$ cat config.mk
export PLATFORM = sky130hd
export DESIGN_NAME = pkt_stat_monitor
export DESIGN_NICKNAME = d
export VERILOG_FILES = /design/src/rtl/pkt_stat_pkg.sv /design/src/rtl/pkt_stat_fsm.sv /design/src/rtl/pkt_stat_accum.sv /design/src/rtl/pkt_stat_monitor.sv
export SDC_FILE = /design/constraint.sdc
export NUM_CORES = 2
export LEC_CHECK = 0
export ABC_AREA = 1
export BUFFER_PORTS_ARGS = -buffer_cell sky130_fd_sc_hd__buf_2
export CORE_MARGIN = 2
export CORE_UTILIZATION = 30
export CTS_CLUSTER_DIAMETER = 30
export DETAILED_ROUTE_END_ITERATION = 6
export PLACE_DENSITY_LB_ADDON = 0.15
export SLEW_MARGIN = 40
export SYNTH_ARGS = -nofsm -noshare
export SYNTH_HDL_FRONTEND = slang
export SYNTH_SLANG_ARGS = --single-unit
$ cat constraint.sdc
create_clock -name clk -period 2.1 [get_ports clk]
set_clock_uncertainty 0.05 [all_clocks]
set_input_delay 0.105 -clock clk [delete_from_list [all_inputs] [get_ports clk]]
set_output_delay 0.105 -clock clk [all_outputs]
set_load 0.03 [all_outputs]
$ cat src/rtl/pkt_stat_pkg.sv
package pkt_stat_pkg;

    localparam int HDR_W = 64;

    typedef enum logic [1:0] {
        ST_HDR  = 2'd0,
        ST_TIME = 2'd1,
        ST_BODY = 2'd2
    } mon_state_e;

    // Header layout, MSB first; the fields are decoded by position.
    typedef struct packed {
        logic [1:0]  kind;
        logic        has_ts;
        logic        end_burst;
        logic [11:0] seq;
        logic [15:0] len;
        logic [15:0] src;
        logic [15:0] dst;
    } hdr_t;

    function automatic hdr_t decode_hdr(input logic [HDR_W-1:0] w);
        return hdr_t'(w);
    endfunction

endpackage

$ cat src/rtl/pkt_stat_fsm.sv
module pkt_stat_fsm
    import pkt_stat_pkg::*;
(
    input  logic clk,
    input  logic rst_n,
    input  logic beat,
    input  logic last,
    input  logic has_ts_bit,
    output logic hdr_beat,
    output logic ts_beat,
    output logic pay_beat,
    output logic pkt_end
);

    mon_state_e state_q, state_d;

    // Next-state logic and state register
    always_comb begin
        state_d = state_q;
        if (beat) begin
            unique case (state_q)
                ST_HDR: begin
                    if (last)            state_d = ST_HDR;   // HDR_ONLY
                    else if (has_ts_bit) state_d = ST_TIME;  // HDR_TO_TIME
                    else                 state_d = ST_BODY;  // HDR_TO_BODY
                end
                ST_TIME: state_d = last ? ST_HDR : ST_BODY;  // TIME_END / TIME_TO_BODY
                ST_BODY: state_d = last ? ST_HDR : ST_BODY;  // BODY_END
                default: state_d = ST_HDR;
            endcase
        end
    end

    always_ff @(posedge clk or negedge rst_n) begin
        if (!rst_n) state_q <= ST_HDR;
        else        state_q <= state_d;
    end

    // Beat classification outputs
    always_comb begin
        hdr_beat = 1'b0;
        ts_beat  = 1'b0;
        pay_beat = 1'b0;
        unique case (state_q)
            ST_HDR:  hdr_beat = beat;
            ST_TIME: ts_beat  = beat;
            ST_BODY: pay_beat = beat;
            default: ;
        endcase
        pkt_end = beat & last;
    end

    AST_STATE_LEGAL: assert property (@(posedge clk) disable iff (!rst_n)
        state_q inside {ST_HDR, ST_TIME, ST_BODY});

    AST_TIME_NEEDS_FLAG: assert property (@(posedge clk) disable iff (!rst_n)
        (hdr_beat && !last && !has_ts_bit) |=> (state_q == ST_BODY));

endmodule

$ cat src/rtl/pkt_stat_accum.sv
module pkt_stat_accum #(
    parameter int WORD_W = 64,
    parameter int CNT_W  = 32
) (
    input  logic              clk,
    input  logic              rst_n,
    input  logic              take,
    input  logic              clear,
    input  logic [WORD_W-1:0] din,
    output logic [CNT_W-1:0]  nxt_count,
    output logic [WORD_W-1:0] nxt_sum,
    output logic [WORD_W-1:0] nxt_min,
    output logic [WORD_W-1:0] nxt_max,
    output logic [WORD_W-1:0] nxt_xor
);

    localparam logic [WORD_W-1:0] MIN_INIT = {1'b0, {(WORD_W-1){1'b1}}};
    localparam logic [WORD_W-1:0] MAX_INIT = '0;

    logic [CNT_W-1:0]  cnt_q;
    logic [WORD_W-1:0] sum_q, min_q, max_q, xor_q;

    // Values including the current beat, used both for update and report.
    always_comb begin
        nxt_count = cnt_q;
        nxt_sum   = sum_q;
        nxt_min   = min_q;
        nxt_max   = max_q;
        nxt_xor   = xor_q;
        if (take) begin
            nxt_count = cnt_q + 1'b1;
            nxt_sum   = sum_q + din;
            nxt_min   = (din < min_q) ? din : min_q;
            nxt_max   = (din > max_q) ? din : max_q;
            nxt_xor   = xor_q ^ din;
        end
    end

    always_ff @(posedge clk or negedge rst_n) begin
        if (!rst_n) begin
            cnt_q <= '0;
            sum_q <= '0;
            min_q <= MIN_INIT;
            max_q <= MAX_INIT;
            xor_q <= '0;
        end else if (clear) begin
            cnt_q <= '0;
            sum_q <= '0;
            min_q <= MIN_INIT;
            max_q <= MAX_INIT;
            xor_q <= '0;
        end else begin
            cnt_q <= nxt_count;
            sum_q <= nxt_sum;
            min_q <= nxt_min;
            max_q <= nxt_max;
            xor_q <= nxt_xor;
        end
    end

    AST_COUNT_STEP: assert property (@(posedge clk) disable iff (!rst_n)
        (take && !clear) |=> (cnt_q == CNT_W'($past(cnt_q) + 1'b1)));

    AST_MIN_LE_MAX: assert property (@(posedge clk) disable iff (!rst_n)
        (cnt_q != '0) |-> (min_q <= max_q || min_q == MIN_INIT));

    AST_CLEAR_INIT: assert property (@(posedge clk) disable iff (!rst_n)
        clear |=> (cnt_q == '0 && sum_q == '0 && xor_q == '0 &&
                   min_q == MIN_INIT && max_q == MAX_INIT));

    AST_IDLE_HOLD: assert property (@(posedge clk) disable iff (!rst_n)
        (!take && !clear) |=> $stable(cnt_q) && $stable(sum_q) && $stable(xor_q));

endmodule

$ cat src/rtl/pkt_stat_monitor.sv
module pkt_stat_monitor
    import pkt_stat_pkg::*;
#(
    parameter int WORD_W = 64,
    parameter int CNT_W  = 32
) (
    input  logic              clk,
    input  logic              rst_n,
    input  logic [WORD_W-1:0] mon_tdata,
    input  logic              mon_tvalid,
    input  logic              mon_tready,
    input  logic              mon_tlast,
    output logic              stats_valid,
    output logic [1:0]        rpt_kind,
    output logic              rpt_has_ts,
    output logic              rpt_end_burst,
    output logic [11:0]       rpt_seq,
    output logic [15:0]       rpt_len,
    output logic [15:0]       rpt_src,
    output logic [15:0]       rpt_dst,
    output logic [WORD_W-1:0] rpt_ts,
    output logic [CNT_W-1:0]  rpt_count,
    output logic [WORD_W-1:0] rpt_sum,
    output logic [WORD_W-1:0] rpt_min,
    output logic [WORD_W-1:0] rpt_max,
    output logic [WORD_W-1:0] rpt_xor
);

    localparam logic [WORD_W-1:0] MIN_INIT = {1'b0, {(WORD_W-1){1'b1}}};

    logic beat;
    logic hdr_beat, ts_beat, pay_beat, pkt_end;
    hdr_t hdr_now, hdr_q, hdr_sel;
    logic [WORD_W-1:0] ts_q, ts_sel;
    logic [CNT_W-1:0]  a_count;
    logic [WORD_W-1:0] a_sum, a_min, a_max, a_xor;

    assign beat    = mon_tvalid & mon_tready;
    assign hdr_now = decode_hdr(mon_tdata[HDR_W-1:0]);

    pkt_stat_fsm u_fsm (
        .clk        (clk),
        .rst_n      (rst_n),
        .beat       (beat),
        .last       (mon_tlast),
        .has_ts_bit (hdr_now.has_ts),
        .hdr_beat   (hdr_beat),
        .ts_beat    (ts_beat),
        .pay_beat   (pay_beat),
        .pkt_end    (pkt_end)
    );

    pkt_stat_accum #(.WORD_W(WORD_W), .CNT_W(CNT_W)) u_accum (
        .clk       (clk),
        .rst_n     (rst_n),
        .take      (pay_beat),
        .clear     (pkt_end),
        .din       (mon_tdata),
        .nxt_count (a_count),
        .nxt_sum   (a_sum),
        .nxt_min   (a_min),
        .nxt_max   (a_max),
        .nxt_xor   (a_xor)
    );

    // Header and timestamp latches
    always_ff @(posedge clk or negedge rst_n) begin
        if (!rst_n) begin
            hdr_q <= '0;
            ts_q  <= '0;
        end else if (hdr_beat) begin
            hdr_q <= hdr_now;
            ts_q  <= '0;
        end else if (ts_beat) begin
            ts_q  <= mon_tdata;
        end
    end

    // A packet may end on its header or timestamp beat: take those live.
    assign hdr_sel = hdr_beat ? hdr_now : hdr_q;
    assign ts_sel  = ts_beat ? mon_tdata : (hdr_beat ? '0 : ts_q);

    // Report registers
    always_ff @(posedge clk or negedge rst_n) begin
        if (!rst_n) begin
            stats_valid   <= 1'b0;
            rpt_kind      <= '0;
            rpt_has_ts    <= 1'b0;
            rpt_end_burst <= 1'b0;
            rpt_seq       <= '0;
            rpt_len       <= '0;
            rpt_src       <= '0;
            rpt_dst       <= '0;
            rpt_ts        <= '0;
            rpt_count     <= '0;
            rpt_sum       <= '0;
            rpt_min       <= '0;
            rpt_max       <= '0;
            rpt_xor       <= '0;
        end else begin
            stats_valid <= pkt_end;
            if (pkt_end) begin
                rpt_kind      <= hdr_sel.kind;
                rpt_has_ts    <= hdr_sel.has_ts;
                rpt_end_burst <= hdr_sel.end_burst;
                rpt_seq       <= hdr_sel.seq;
                rpt_len       <= hdr_sel.len;
                rpt_src       <= hdr_sel.src;
                rpt_dst       <= hdr_sel.dst;
                rpt_ts        <= ts_sel;
                rpt_count     <= a_count;
                rpt_sum       <= a_sum;
                rpt_min       <= a_min;
                rpt_max       <= a_max;
                rpt_xor       <= a_xor;
            end
        end
    end

    AST_STROBE_AFTER_LAST: assert property (@(posedge clk) disable iff (!rst_n)
        (mon_tvalid && mon_tready && mon_tlast) |=> stats_valid);

    AST_STROBE_ONLY_AFTER_LAST: assert property (@(posedge clk) disable iff (!rst_n)
        !(mon_tvalid && mon_tready && mon_tlast) |=> !stats_valid);

    AST_EMPTY_REPORT: assert property (@(posedge clk) disable iff (!rst_n)
        (stats_valid && rpt_count == '0) |->
            (rpt_sum == '0 && rpt_xor == '0 && rpt_max == '0 && rpt_min == MIN_INIT));

    AST_NO_TS_ZERO: assert property (@(posedge clk) disable iff (!rst_n)
        (stats_valid && !rpt_has_ts) |-> (rpt_ts == '0));

    AST_REPORT_HOLD: assert property (@(posedge clk) disable iff (!rst_n)
        !(mon_tvalid && mon_tready && mon_tlast) |=> $stable(rpt_count) && $stable(rpt_sum));

endmodule

==> flow_summary.json <==
{
  "cts_tree": "done",
  "synth_ff_type": "dfrtp_1",
  "maxCapViolCount": 0,
  "viasPerCell": 4.786,
  "slowest_stage": "dfrtp_1",
  "p_sw_mw": 30.67,
  "antenna_found_initial": 12,
  "cp.arrival_ns": 3.32,
  "synthArstFlopShare": 1.000,
  "rsz0062_at_grt": "true",
  "die-area_um2": 142000,
  "clkPwrFrac": 0.400,
  "power_leakage_nw": 32.89,
  "dieWidth_um": 376.9,
  "fp-row-count": 136,
  "final_common_cell": "nand2_1",
  "crit_chain": "inv_1 -> ha_1 -> buf_4 -> nand4_1 -> buf_6 -> nor3_4 -> buf_6 -> nand4_1 -> buf_4 -> nor2_4 -> nor2_4 -> buf_4 -> buf_12 -> nand3_1 -> nand3_2 -> nand2_1",
  "placed_area_um2": 50920,
  "yosysWarningCount": 0,
  "cp_max_fo": 16,
  "crit_path_end_kind": "flop",
  "setup_viol": 421,
  "firstDrtPassIters": 6,
  "cts_buffers": 216,
  "area_growth_pct": 58.01,
  "nets": 6695,
  "finalHoldWorstSlack_ns": 0.06885,
  "avgRoutedWirePerCell_um": 21.00,
  "finalWirelength_um": 176700,
  "layout_common_cells": "1392 x nand2_1, 771 x dfrtp_1, 572 x buf_4, 484 x buf_2, 438 x inv_1",
  "grt_pass1_vias": 41000,
  "hold_path_class": "in2reg",
  "status": "finished, violations left",
  "ant_nets": 0,
  "global_route.usage.total": 0.2449,
  "violations": "negative setup slack",
  "worst_slew_pin_slew_ns": 0.7246,
  "fin_crit_ns": 2.677,
  "p_int_mw": 54.76,
  "die_h_um": 376.9,
  "drc": 0,
  "overflow": 0,
  "syn-instance-count": 5185,
  "io_pins": 486,
  "p_per_area_nw_per_um2": 1296,
  "combPwrFrac": 0.342,
  "required_ns": 2.74,
  "gp_congestion": 0.8993,
  "core_region_area_um2": 137700,
  "slew-limit-headroom": 0.5169,
  "syn_nets": 5450,
  "cts.clk_slew.worst_paths_ns": 0.05,
  "cp-start-kind": "flop",
  "swShare": 0.3591,
  "final_area_um2": 65910,
  "pwr-share-seq": 0.259,
  "insertion_delay_ns": 0.83,
  "drtIter0Drc": 2508,
  "grt_first_pass_wirelength_um": 260400,
  "hpwl_um": 120600,
  "slew_violations": 0,
  "portBuffers": 485,
  "synth_edf_count": 0,
  "drive_gt1_frac": 0.3843,
  "hold_viol": 0,
  "crit_top_cell": "buf_4",
  "synth_cell_types": 44,
  "cts_root_buffer": "clkbuf_16",
  "htreeDepth": 4,
  "num_vias": 40290,
  "avgSynthCellArea_um2": 8.045,
  "syn-cell-area_um2": 41710,
  "clock_sinks": 835,
  "ys_ff_latch": 835,
  "grt_max_degree": 112,
  "fin_ws_ns": -0.5772,
  "post-route-period-util": 1.275,
  "fillers": 13190,
  "vdd_drop_max_mv": 0.7737,
  "worstSetupPathType": "reg2reg",
  "clockBufferDepth": 3,
  "ys_seq_area_frac": 0.5028,
  "critPathMaxStageDelay_ns": 0.35,
  "post-route-util": 0.4788,
  "start_util": 0.3030,
  "clock.fmax_ghz": 0.3735
}
-- critical path, delay by kind of cell (launching register included) --
family	cells	cell delay (ns)
and+or+nand+nor	8	0.86
adders and majority gates	1	0.26
buffers and inverters	7	1.02
DFF	1	0.35
-- routing by layer --
metal  track usage  up-vias  share of wire  routed length, um
li1              -    19300              -                  -
met1        0.3343    19660           0.46              80980
met2        0.3691     1065           0.44              77830
met3       0.06883      261          0.071              12540
met4       0.08755        8          0.030               5344
met5             0        -        0.00025                 44
-- power by group through the flow --
stage          registers [mW]  logic (mW)  clock network [mW]
3_5_place_dp             22.1        24.0                   0
2_1_floorplan            25.4        9.65                   0
4_1_cts                  22.1        28.3                34.7
5_1_grt                  22.5        31.7                35.6
3_3_place_gp             22.1        23.9                   0
6_report                 22.1        29.2                34.2
-- flip-flops by register name, indices dropped and copies added (netlist names) --
name / count
rpt_len: 16
rpt_sum: 64
rpt_kind: 2
rpt_ts: 64
u_accum.cnt_q: 32
u_accum.sum_q: 64
rpt_min: 64
ts_q: 64
rpt_max: 64
rpt_has_ts: 1
hdr_q: 64
u_fsm.state_q: 2
rpt_xor: 64
stats_valid: 1
u_accum.xor_q: 64
rpt_end_burst: 1
rpt_src: 16
rpt_seq: 12
rpt_dst: 16
u_accum.min_q: 64
u_accum.max_q: 64
rpt_count: 32
-- layout make-up --
class,count,area [um2],share of cell area
antenna,7,17.52,0.0002658
sequential,835,20980,0.3182
inverter,490,1859,0.02821
multi-input combinational,3627,23190,0.3519
clock buffer,285,6067,0.09205
timing repair buffer,1260,9971,0.1513
tap,1794,2245,0.03406
clock inverter,120,1584,0.02403
-- cells by family (layout without fill, tap and decap cells) --
family / Yosys count / count (layout) / synth area share
mux: 4 / 4 / 0.0009599
buf+inv: 723 / 2155 / 0.06644
xor+xnor: 117 / 117 / 0.02457
flops: 835 / 835 / 0.5028
fa+ha+maj: 196 / 196 / 0.05897
simple gates: 2673 / 2673 / 0.2602
compound gates: 637 / 637 / 0.08606
other cells: 0 / 7 / 0
-- cell usage after synthesis, types with 28 or more instances --
master    instances  share of area
a21oi_1         164          0.020
buf_2            39         0.0047
clkbuf_1        172          0.015
dfrtp_1         772           0.46
dfstp_2          63          0.040
ha_1            195          0.058
inv_1           486          0.044
nand2_1        1663           0.15
nand3_1         400          0.048
nor2_1          490          0.044
nor3_1           28         0.0034
o21ai_0         305          0.037
o22ai_1          67          0.010
o32ai_1          64          0.013
xnor2_1          92          0.019
-- worst paths after layout --
| kind | cells past startpoint | end | slack (ns) | from |
|---|---|---|---|---|
| worst min register to register | 2 | hdr_q[61]$_DFF_PN0_ | 0.42 | hdr_q[61]$_DFF_PN0_ |
| min in group asynchronous | 4 | rpt_ts[1]$_DFFE_PN0P_ | 0.54 | rst_n |
| max in group asynchronous | 4 | u_accum.xor_q[56]$_DFF_PN0_ | 0.78 | rst_n |
| worst max register to register | 16 | rpt_max[5]$_DFFE_PN0P_ | -0.58 | u_accum.max_q[57]$_DFF_PN0_ |
| worst max-delay path | 16 | rpt_max[5]$_DFFE_PN0P_ | -0.58 | u_accum.max_q[57]$_DFF_PN0_ |
| worst min-delay path | 6 | u_accum.min_q[59]$_DFF_PN1_ | 0.07 | mon_tdata[59] |
-- timing repair --
| item | in CTS | in global routing |
|---|---|---|
| buffers inserted | 74 | 15 |
| hold buffers | 67 | 1 |
| gates resized for setup | 979 | 271 |
| gates cloned | 22 | 6 |
| pin swaps | 297 | 155 |
| hold endpoints to repair | 1167 | 4 |
| endpoints found under the setup margin | 394 | 587 |
-- stage by stage --
step / std cells / power (mW) / TNS, ns / setup WS (ns)
6_report: 8418 / 85.43 / -160.30 / -0.5772
5_1_grt: 8413 / 89.86 / -219.28 / -0.7151
4_1_cts: 8400 / 85.01 / -179.01 / -0.6631
3_5_place_dp: 7836 / 46.03 / -262.57 / -1.047
3_3_place_gp: 7836 / 45.91 / -264.33 / -1.047
2_1_floorplan: 5185 / 35.10 / -2.002 / -0.04032
Note: power is estimated with default switching activity, not from simulation.
